--- config.mk ---
export PLATFORM = sky130hd
export DESIGN_NAME = tmr_regfront
export DESIGN_NICKNAME = d
export VERILOG_FILES = /design/src/rtl/tmr_pkg.sv /design/src/rtl/tmr_addr_dec.sv /design/src/rtl/tmr_ctrl_seq.sv /design/src/rtl/tmr_irq_stat.sv /design/src/rtl/tmr_regfront.sv
export SDC_FILE = /design/constraint.sdc
export NUM_CORES = 1
export LEC_CHECK = 0
export ABC_AREA = 1
export BUFFER_PORTS_ARGS = -buffer_cell sky130_fd_sc_hd__buf_2
export CORE_AREA = 2 2 120 209
export DETAILED_ROUTE_END_ITERATION = 16
export DIE_AREA = 0 0 122 211
export PLACE_DENSITY = 0.59
export SETUP_SLACK_MARGIN = 0.1
export SLEW_MARGIN = 20
export SYNTH_ARGS = -nofsm -noshare
export SYNTH_HDL_FRONTEND = slang
export SYNTH_SLANG_ARGS = --single-unit
--- constraint.sdc ---
create_clock -name clk -period 1.9 [get_ports clk]
set_clock_uncertainty 0.15 [all_clocks]
set_input_delay 0.19 -clock clk [delete_from_list [all_inputs] [get_ports clk]]
set_output_delay 0.19 -clock clk [all_outputs]
set_load 0.02 [all_outputs]
--- src/rtl/tmr_pkg.sv ---
package tmr_pkg;
    localparam int NCH   = 8;
    localparam int CBITS = 4;
    localparam int CW    = NCH * CBITS;

    typedef enum logic [2:0] {
        K_NONE, K_CHAN, K_CTRL, K_STAT, K_LOCK, K_CLR
    } kind_t;

    typedef enum logic [1:0] {
        ST_IDLE, ST_DROP, ST_CONFIG, ST_RAISE
    } seq_t;

    function automatic logic [CW-1:0] field_mask(int bitpos);
        logic [CW-1:0] m;
        m = '0;
        for (int i = 0; i < NCH; i++) m[i*CBITS+bitpos] = 1'b1;
        return m;
    endfunction

    function automatic logic [CW-1:0] low_pulse_mask(int first);
        logic [CW-1:0] m;
        m = '0;
        for (int i = 0; i < NCH; i++)
            if (i < first) m[i*CBITS+3] = 1'b1;
        return m;
    endfunction
endpackage

--- src/rtl/tmr_addr_dec.sv ---
module tmr_addr_dec
    import tmr_pkg::*;
(
    input  logic [31:0] addr,
    output kind_t       kind,
    output logic [2:0]  ch_idx,
    output logic [1:0]  word
);
    logic [3:0] page;
    assign page = addr[7:4];
    assign word = addr[3:2];

    always_comb begin
        kind   = K_NONE;
        ch_idx = '0;
        if (addr[31:8] == '0) begin
            if (page <= 4'd2) begin
                kind   = K_CHAN;
                ch_idx = page[2:0];
            end else if (page == 4'd3) begin
                unique case (addr[3:2])
                    2'd0: kind = K_CTRL;
                    2'd1: kind = K_STAT;
                    2'd2: kind = K_LOCK;
                    2'd3: kind = K_CLR;
                endcase
            end else if (page <= 4'd8) begin
                kind   = K_CHAN;
                ch_idx = 3'(page - 4'd1);
            end
        end
    end
endmodule

--- src/rtl/tmr_ctrl_seq.sv ---
module tmr_ctrl_seq
    import tmr_pkg::*;
(
    input  logic          clk,
    input  logic          rst_n,
    input  logic          start,
    input  logic [CW-1:0] target,
    output logic [CW-1:0] ctrl_q,
    output logic          busy
);
    localparam logic [CW-1:0] EN_MASK = field_mask(0);

    seq_t          state_q, state_d;
    logic [CW-1:0] target_q;

    always_comb begin
        state_d = state_q;
        unique case (state_q)
            ST_IDLE:   if (start) state_d = ST_DROP;
            ST_DROP:   state_d = ST_CONFIG;
            ST_CONFIG: state_d = ST_RAISE;
            ST_RAISE:  state_d = ST_IDLE;
        endcase
    end

    always_ff @(posedge clk or negedge rst_n) begin
        if (!rst_n) state_q <= ST_IDLE;
        else        state_q <= state_d;
    end

    always_ff @(posedge clk or negedge rst_n) begin
        if (!rst_n) begin
            ctrl_q   <= '0;
            target_q <= '0;
        end else begin
            unique case (state_q)
                ST_IDLE:   if (start) target_q <= target;
                ST_DROP:   ctrl_q <= ctrl_q & (target_q | ~EN_MASK);
                ST_CONFIG: ctrl_q <= (ctrl_q & EN_MASK) | (target_q & ~EN_MASK);
                ST_RAISE:  ctrl_q <= target_q;
            endcase
        end
    end

    assign busy = (state_q != ST_IDLE);
endmodule

--- src/rtl/tmr_irq_stat.sv ---
module tmr_irq_stat #(
    parameter int N = 8
) (
    input  logic         clk,
    input  logic         rst_n,
    input  logic [N-1:0] event_in,
    input  logic         clr_we,
    input  logic [N-1:0] clr_mask,
    output logic [N-1:0] status
);
    always_ff @(posedge clk or negedge rst_n) begin
        if (!rst_n) status <= '0;
        else        status <= (status & ~(clr_we ? clr_mask : '0)) | event_in;
    end
endmodule

--- src/rtl/tmr_regfront.sv ---
module tmr_regfront
    import tmr_pkg::*;
#(
    parameter int         PULSE_FIRST = 4,
    parameter logic [7:0] UNLOCK_KEY  = 8'hAE,
    parameter logic [7:0] LOCK_KEY    = 8'hEA
) (
    input  logic        clk,
    input  logic        rst_n,
    input  logic        req_valid,
    output logic        req_ready,
    input  logic        req_write,
    input  logic [31:0] req_addr,
    input  logic [31:0] req_wdata,
    output logic        rsp_valid,
    output logic [31:0] rsp_rdata,
    output logic        rsp_err,
    output logic        ch_wr_strobe,
    output logic [2:0]  ch_wr_idx,
    output logic [1:0]  ch_wr_word,
    output logic [31:0] ch_wr_data,
    output logic [2:0]  ch_rd_idx,
    output logic [1:0]  ch_rd_word,
    input  logic [31:0] ch_rd_data,
    output logic [7:0]  ch_enable,
    output logic [7:0]  ch_extclk,
    output logic [7:0]  ch_ovf_ie,
    output logic [7:0]  ch_pulse,
    output logic        pulse_misuse,
    input  logic [7:0]  ch_event,
    output logic [7:0]  irq_pending
);
    localparam logic [CW-1:0] NOPULSE = low_pulse_mask(PULSE_FIRST);

    kind_t         kind;
    logic [2:0]    dec_idx;
    logic [1:0]    dec_word;
    logic          busy, accept, wr, rd, start, unlock_q;
    logic [CW-1:0] ctrl_q, target;

    tmr_addr_dec u_dec (
        .addr(req_addr), .kind(kind), .ch_idx(dec_idx), .word(dec_word)
    );

    assign req_ready = !busy;
    assign accept    = req_valid && req_ready;
    assign wr        = accept && req_write;
    assign rd        = accept && !req_write;
    assign start     = wr && ((kind == K_CTRL) || (kind == K_CLR && unlock_q));
    assign target    = (kind == K_CTRL) ? (req_wdata & ~NOPULSE)
                                        : (ctrl_q & ~req_wdata);

    tmr_ctrl_seq u_seq (
        .clk(clk), .rst_n(rst_n), .start(start), .target(target),
        .ctrl_q(ctrl_q), .busy(busy)
    );

    tmr_irq_stat #(.N(NCH)) u_irq (
        .clk(clk), .rst_n(rst_n), .event_in(ch_event),
        .clr_we(wr && kind == K_STAT), .clr_mask(req_wdata[NCH-1:0]),
        .status(irq_pending)
    );

    always_ff @(posedge clk or negedge rst_n) begin
        if (!rst_n) unlock_q <= 1'b0;
        else if (wr && kind == K_LOCK) begin
            if (req_wdata[8:1] == UNLOCK_KEY)    unlock_q <= 1'b1;
            else if (req_wdata[8:1] == LOCK_KEY) unlock_q <= 1'b0;
        end
    end

    always_ff @(posedge clk or negedge rst_n) begin
        if (!rst_n) begin
            ch_wr_strobe <= 1'b0;
            ch_wr_idx    <= '0;
            ch_wr_word   <= '0;
            ch_wr_data   <= '0;
            pulse_misuse <= 1'b0;
        end else begin
            ch_wr_strobe <= wr && kind == K_CHAN;
            pulse_misuse <= wr && kind == K_CTRL && |(req_wdata & NOPULSE);
            if (wr && kind == K_CHAN) begin
                ch_wr_idx  <= dec_idx;
                ch_wr_word <= dec_word;
                ch_wr_data <= req_wdata;
            end
        end
    end

    always_ff @(posedge clk or negedge rst_n) begin
        if (!rst_n) begin
            rsp_valid <= 1'b0;
            rsp_rdata <= '0;
            rsp_err   <= 1'b0;
        end else begin
            rsp_valid <= rd;
            rsp_err   <= rd && kind == K_NONE;
            if (rd) begin
                unique case (kind)
                    K_CHAN:  rsp_rdata <= ch_rd_data;
                    K_CTRL:  rsp_rdata <= ctrl_q;
                    K_STAT:  rsp_rdata <= 32'(irq_pending);
                    K_LOCK:  rsp_rdata <= {31'b0, unlock_q};
                    default: rsp_rdata <= '0;
                endcase
            end
        end
    end

    assign ch_rd_idx  = dec_idx;
    assign ch_rd_word = dec_word;

    for (genvar i = 0; i < NCH; i++) begin : g_unpack
        assign ch_enable[i] = ctrl_q[i*CBITS+0];
        assign ch_extclk[i] = ctrl_q[i*CBITS+1];
        assign ch_ovf_ie[i] = ctrl_q[i*CBITS+2];
        assign ch_pulse[i]  = ctrl_q[i*CBITS+3];
    end
endmodule

==> out/summary.txt, run 1 <==
status - complete, no violations
area grow syn2layout - 48.05%
Final #Nets - 1,364
post-synthesis cell area - 7101 um2
Slew HR - 69.23%
Synthesized Nets - 1,027
Layout fillers - 2,372
Max Cap Violations - 0
DRT Pass-1 Iters - 4
HP Class - in2reg
initial antenna violation count - 1
synthesis warning total - 0
cell family with most CP delay - buffers and inverters
core area - 23,930 um2
Clk pin slew, worst setup/hold paths - 0.06 ns
Post-Syn Area per Cell - 7.769 um2
# DRC - 0
Critical R2R Launch - u_seq.state_q[0]$_DFFE_PN0P_
WS Path Type - reg2reg
total gr overflow - 0
fmax - 560.6 MHz
launching element type of the critical path - flip-flop
Levels on crit path - 11
# setup viols final - 0
final-report max-slew violation count - 0
die width - 122 um
Buf/Inv on CP - 5
setup TNS - 0 ns
commonest non-fill, non-tap cells in the layout - nand2_1, buf_2, dfrtp_1, dlygate4sd3_1, inv_1
first-pass GRT wire length - 37,520 um
H-tree levels - 4
hold endpoint - ch_wr_idx[2]$_DFFE_PN0P_
Hold Crit Start - req_addr[6]
most common cell after layout, fill and taps aside - nand2_1
fin area - 10,510 um2
r2r endpoint - u_seq.target_q[13]$_DFFE_PN0P_
Crit-path slowest cell - dfrtp_1
vias - 7,043
Final Hold Fails - 0
Bufs on Longest Clock Path - 2
Placement Rows - 75
VDD IR max - 0.0005509 V
number of global-route vias before repair - 6,898
CP required - 2.08 ns
leakage power - 0.005937 uW
critical path arrival - 1.96 ns
clk_lat worst skew - 0.44 ns
Period Utilization, post-route - 93.89%
Critical Path End Type - flip-flop
Die ar. - 25,740 um2
Final Non-Filler Cells - 1,572
clk sinks - 148
total track usage - 19.43%
Place WS - -0.08860 ns
largest net degree at the start of global routing - 43
Power Density - 707.6 nW/um2
root buffer cell - clkbuf_16
num ports - 227
reg-to-reg slack, setup - 0.12 ns
cts bufs inserted - 17
WHS Path Cells - 4
vias per inst - 4.480
sequential fraction of the synthesis area - 52.16%
post-synth cell types - 33
Inst Count DP - 1,456
Synth Register Bits - 148
HPWL after detailed placement - 17,350 um
Worst-Margin Slew - 0.4611 ns
layout cell share with drive strength beyond 1 - 27.71%
Period minus WS final - 1.784 ns
TritonCTS clock tree - done
GPL Wtd Cong - 0.8195
Routed WL per cell - 15.62 um
Die Ht - 211 um
crit path max fanout - 19
worst-path cell chain - inv_2 > ha_4 > inv_6 > nor3_4 > buf_6 > nand2_2 > nand2_2 > inv_2 > buf_12 > nand2_1 > nand2_1
cell area after placement - 8947 um2
remaining antenna violation count after routing - 0
port bufs - 224
worst reg2reg path depth - 11
Initial Util - 29.67%
Final WS setup - 0.1162 ns
Starting DRT DRC Count - 390
Cells after Synth - 914
Worst path max stage delay - 0.39 ns
RSZ-0062 raised after global routing - yes
Post-Route WL - 24,550 um
report_power, final:
group	internal (uW)	switching, uW	leakage (uW)
clock	2400	1380	0.000317
sequential	3150	0.443	0.00202
combinational	241	257	0.00359
total	5800	1640	0.00594
Yosys cell counts:
library cell	count	area, um2
a21oi_1	22	110.1
nand2_2	4	25.02
mux2_2	4	45.04
o21ai_0	46	230.2
inv_1	71	266.5
buf_2	11	55.05
a211o_1	8	70.07
nor2_4	3	33.78
clkbuf_1	16	60.06
nor2_2	1	6.260
dfrtp_1	148	3704
xor2_1	1	8.760
nand3_2	1	10.01
nand2_1	423	1588
nand4_1	16	100.1
ha_1	5	62.56
a211oi_1	1	7.510
nor3_1	7	35.03
buf_4	7	52.55
clkinv_2	1	5.000
nor2_1	61	229.0
inv_2	3	11.26
o21ai_1	14	70.07
nor3_4	1	16.27
nand2_8	1	20.02
nand2_4	1	11.26
nor2_8	1	20.02
nand3_1	25	125.1
buf_6	7	78.83
nor3_2	1	10.01
or2_2	1	6.260
nor4_1	1	6.260
nand4_4	1	21.27
stage by stage:
stage	hold slack [ns]	power, uW	util (%)
4_1_cts	0.03362	7530	43.49
2_1_floorplan	-0.2556	3302	-
5_1_grt	0.06931	7696	43.93
6_report	0.06332	7439	43.93
3_5_place_dp	-0.03499	3582	37.39
3_3_place_gp	-0.03710	3580	37.39
registers in the layout, indices dropped and copies added (netlist names), 2 cells and up:
name            cells
u_seq.state_q       2
u_irq.status        8
u_seq.target_q     32
rsp_rdata          32
ch_wr_idx           3
u_seq.ctrl_q       32
ch_wr_data         32
ch_wr_word          2
how the worst max path moves through the flow:
stage,from,endpoint
finish,u_seq.state_q[0]$_DFFE_PN0P_,u_seq.target_q[13]$_DFFE_PN0P_
global route,u_seq.state_q[1]$_DFFE_PN0P_,u_seq.target_q[8]$_DFFE_PN0P_
CTS,u_seq.state_q[0]$_DFFE_PN0P_,u_seq.target_q[13]$_DFFE_PN0P_
detailed placement,req_addr[4],u_seq.target_q[3]$_DFFE_PN0P_
global placement,req_addr[4],u_seq.target_q[16]$_DFFE_PN0P_
floorplan,u_seq.state_q[1]$_DFFE_PN0P_,u_seq.target_q[10]$_DFFE_PN0P_
what timing repair did:
action                                  4_1_cts  5_1_grt
cloned                                        0        1
endpoints found under the setup margin       67       62
hold buffers                                 75        0
pin swaps                                     1        2
hold endpoints to repair                    256        0
setup buffers                                 4        4
gates resized for setup                       4       13
logic make-up (layout without fill, tap and decap cells):
family          count (synthesis)  count (layout)  share of synthesized area [%]
buf+inv                       116             465                          7.454
fa+ha+maj                       5               5                         0.8811
compound gates                 91              91                          6.872
mux                             4               4                         0.6343
other cells                     0               1                              0
flops                         148             148                          52.16
xor+xnor                        1               1                         0.1234
simple gates                  549             549                          31.88
layout make-up:
class | count | area, um2 | area share [%]
antenna | 1 | 2.502 | 0.02380
timing repair buffer | 359 | 2550 | 24.26
tap | 308 | 385.4 | 3.666
inverter | 75 | 287.8 | 2.737
sequential | 148 | 3704 | 35.23
clock inverter | 11 | 197.7 | 1.881
multi-input combinational | 650 | 2929 | 27.86
clock buffer | 20 | 456.7 | 4.344
worst min-delay path: stages:
cell	delay, ns
buf_2	0.13
xor2_1	0.08
nand3_1	0.11
o21ai_0	0.09
routing by layer:
layer | GRT usage (%) | part of all wire [%] | vias to the layer above
li1 | - | - | 3514
met1 | 21.06 | 38 | 3280
met2 | 35.91 | 54 | 209
met3 | 4.050 | 4.6 | 40
met4 | 8.205 | 3.2 | 0
met5 | 0 | 0 | -
(Power assumes the default switching activity.)
==> run 2, diff against run 1 <==
--- a/config.mk
+++ b/config.mk
@@ -10,7 +10,7 @@
 export CORE_AREA = 2 2 120 209
 export DETAILED_ROUTE_END_ITERATION = 16
 export DIE_AREA = 0 0 122 211
-export PLACE_DENSITY = 0.59
+export PLACE_DENSITY_LB_ADDON = 0.2
 export SETUP_SLACK_MARGIN = 0.1
 export SLEW_MARGIN = 20
 export SYNTH_ARGS = -nofsm -noshare
==> out/summary.txt, run 2 (synthesis results as in run 1) <==
# DRC - 0 (unchanged)
first-pass GRT wire length - 38,320 um (was 37,520 um)
Final #Nets - 1,373 (was 1,364)
Bufs on Longest Clock Path - 2 (unchanged)
Power Density - 678.9 nW/um2 (was 707.6 nW/um2)
worst reg2reg path depth - 11 (unchanged)
Crit-path slowest cell - dfrtp_1 (unchanged)
remaining antenna violation count after routing - 0 (unchanged)
Clk pin slew, worst setup/hold paths - 0.06 ns (about the same)
Routed WL per cell - 16.74 um (was 15.62 um)
clk sinks - 148 (unchanged)
Max Cap Violations - 0 (unchanged)
num ports - 227 (unchanged)
status - complete, no violations (unchanged)
VDD IR max - 0.0005774 V (was 0.0005509 V)
fmax - 547.3 MHz (was 560.6 MHz)
Die ar. - 25,740 um2 (unchanged)
Placement Rows - 75 (unchanged)
Buf/Inv on CP - 5 (unchanged)
core area - 23,930 um2 (unchanged)
r2r endpoint - ch_wr_idx[0]$_DFFE_PN0P_ (was u_seq.target_q[13]$_DFFE_PN0P_)
antenna diode count - 0 (was 1)
largest net degree at the start of global routing - 40 (was 43)
Critical Path End Type - flip-flop (unchanged)
DRT Pass-1 Iters - 6 (was 4)
Initial Util - 29.67% (unchanged)
Die Ht - 211 um (unchanged)
Slew HR - 69.43% (was 69.23%)
die width - 122 um (unchanged)
number of global-route vias before repair - 7,123 (was 6,898)
WS Path Type - reg2reg (unchanged)
# setup viols final - 0 (unchanged)
critical path arrival - 2.05 ns (was 1.96 ns)
fin area - 11,130 um2 (was 10,510 um2)
worst-path cell chain - inv_2 > ha_4 > inv_6 > nor3_4 > buf_6 > nand2_4 > nor2_4 > buf_12 > clkbuf_16 > nand2_2 > nand2_1 (was inv_2 > ha_4 > inv_6 > nor3_4 > buf_6 > nand2_2 > nand2_2 > inv_2 > buf_12 > nand2_1 > nand2_1)
vias - 7,269 (was 7,043)
Inst Count DP - 1,459 (was 1,456)
Period Utilization, post-route - 96.16% (was 93.89%)
layout cell share with drive strength beyond 1 - 35.30% (was 27.71%)
final-report max-slew violation count - 0 (unchanged)
cell family with most CP delay - buffers and inverters (unchanged)
GPL Wtd Cong - 0.8253 (was 0.8195)
total track usage - 19.84% (was 19.43%)
H-tree levels - 4 (unchanged)
Critical R2R Launch - u_seq.state_q[0]$_DFFE_PN0P_ (unchanged)
Period minus WS final - 1.827 ns (was 1.784 ns)
CP required - 2.12 ns (was 2.08 ns)
crit path from - u_seq.state_q[0]$_DFFE_PN0P_ (unchanged)
cts bufs inserted - 17 (unchanged)
Worst-Margin Slew - 0.4543 ns (was 0.4611 ns)
Final Hold Fails - 0 (unchanged)
Layout fillers - 2,385 (was 2,372)
crit path max fanout - 5 (was 19)
most common cell after layout, fill and taps aside - nand2_1 (unchanged)
reg-to-reg slack, setup - 0.07 ns (was 0.12 ns)
leakage power - 0.006189 uW (was 0.005937 uW)
HP Class - in2reg (unchanged)
initial antenna violation count - 1 (unchanged)
Final Non-Filler Cells - 1,580 (was 1,572)
clk_lat worst skew - 0.44 ns (about the same)
vias per inst - 4.601 (was 4.480)
Post-Route WL - 26,440 um (was 24,550 um)
Hold Crit Start - ch_rd_data[11] (was req_addr[6])
multi-input logic area - 3299 um2 (was 2929 um2)
Reg area - 3704 um2 (unchanged)
Setup crit end - ch_wr_idx[0]$_DFFE_PN0P_ (was u_seq.target_q[13]$_DFFE_PN0P_)
Levels on crit path - 11 (unchanged)
total gr overflow - 0 (unchanged)
root buffer cell - clkbuf_16 (unchanged)
commonest non-fill, non-tap cells in the layout - nand2_1, buf_2, dfrtp_1, dlygate4sd3_1, inv_1 (unchanged)
port bufs - 224 (unchanged)
cell area after placement - 9007 um2 (was 8947 um2)
Starting DRT DRC Count - 324 (was 390)
RSZ-0062 raised after global routing - yes (unchanged)
HPWL after detailed placement - 17,520 um (was 17,350 um)
area grow syn2layout - 56.77% (was 48.05%)
Worst path max stage delay - 0.39 ns (about the same)
launching element type of the critical path - flip-flop (unchanged)
TritonCTS clock tree - done (unchanged)
run 2: cell count changes in the layout (fill, tap and decap cells not counted), moves of 3 or more:
cell	change
nand2_4	+26
o21ai_2	+11
dlygate4sd3_1	-5
clkinv_4	+3
clkbuf_16	+5
o21ai_1	+5
inv_6	-3
buf_12	+6
nand2_2	+45
nand2_1	-72
nor2_2	+3
o21ai_0	-16
run 2: report_power, final:
group	switching [uW]	total [uW]	internal, uW
sequential	0.708	3150	3150
combinational	271	518	247
clock	1420	3890	2460
total	1700	7560	5860
run 2: worst min-delay path by stage:
stage / end / slack [ns] / cells past startpoint
detailed placement: rsp_rdata[14]$_DFFE_PN0P_ / -0.003 / 1
floorplan: ch_wr_data[0]$_DFFE_PN0P_ / -0.26 / 0
global route: rsp_rdata[7]$_DFFE_PN0P_ / 0.01 / 5
global placement: rsp_rdata[14]$_DFFE_PN0P_ / -0.005 / 1
finish: rsp_rdata[11]$_DFFE_PN0P_ / 0.01 / 5
CTS: rsp_rdata[11]$_DFFE_PN0P_ / 0.002 / 5
run 2: through the flow:
stage | setup WS (ns) | utilization (%) | setup TNS [ns] | hold WS (ns) | total power [uW]
global route | -0.02831 | 46.52 | -0.1677 | 0.01273 | 7800
floorplan | 0.01034 | - | 0 | -0.2556 | 3302
CTS | 0.06635 | 43.47 | 0 | 0.001826 | 7615
global placement | -0.1181 | 37.64 | -7.599 | -0.005176 | 3600
finish | 0.07296 | 46.52 | 0 | 0.01059 | 7557
detailed placement | -0.1584 | 37.64 | -9.321 | -0.003296 | 3600
run 2: final cells by class:
class / count / share of cell area (%)
inverters: 75 / 2.608
well taps: 308 / 3.462
multi-input cells: 650 / 29.64
repair buffers: 368 / 25.06
clock buffers: 19 / 3.889
clock inverters: 12 / 2.068
flip-flops and latches: 148 / 33.27
run 2: worst reg2reg max path, cell delays in order (launching register included):
cell,delay [ns]
dfrtp_1,0.39
inv_2,0.08
ha_4,0.15
inv_6,0.04
nor3_4,0.18
buf_6,0.16
nand2_4,0.05
nor2_4,0.12
buf_12,0.15
clkbuf_16,0.18
nand2_2,0.05
nand2_1,0.06
run 2: routing by layer:
metal / part of all wire, % / global-route usage (%) / vias up / wire [um]
li1: - / - / 3541 / -
met1: 37 / 21.25 / 3471 / 9876
met2: 55 / 37.06 / 219 / 14590
met3: 4.6 / 4.158 / 38 / 1209
met4: 2.9 / 8.086 / 0 / 769
met5: 0 / 0 / - / 0
run 2: repair_timing:
item	CTS	global route
resized for setup	5	155
pin swaps	2	36
gates cloned	0	8
endpoints found under the setup margin	63	82
hold endpoints to repair	251	0
hold buffers	70	0
buffers inserted	2	11
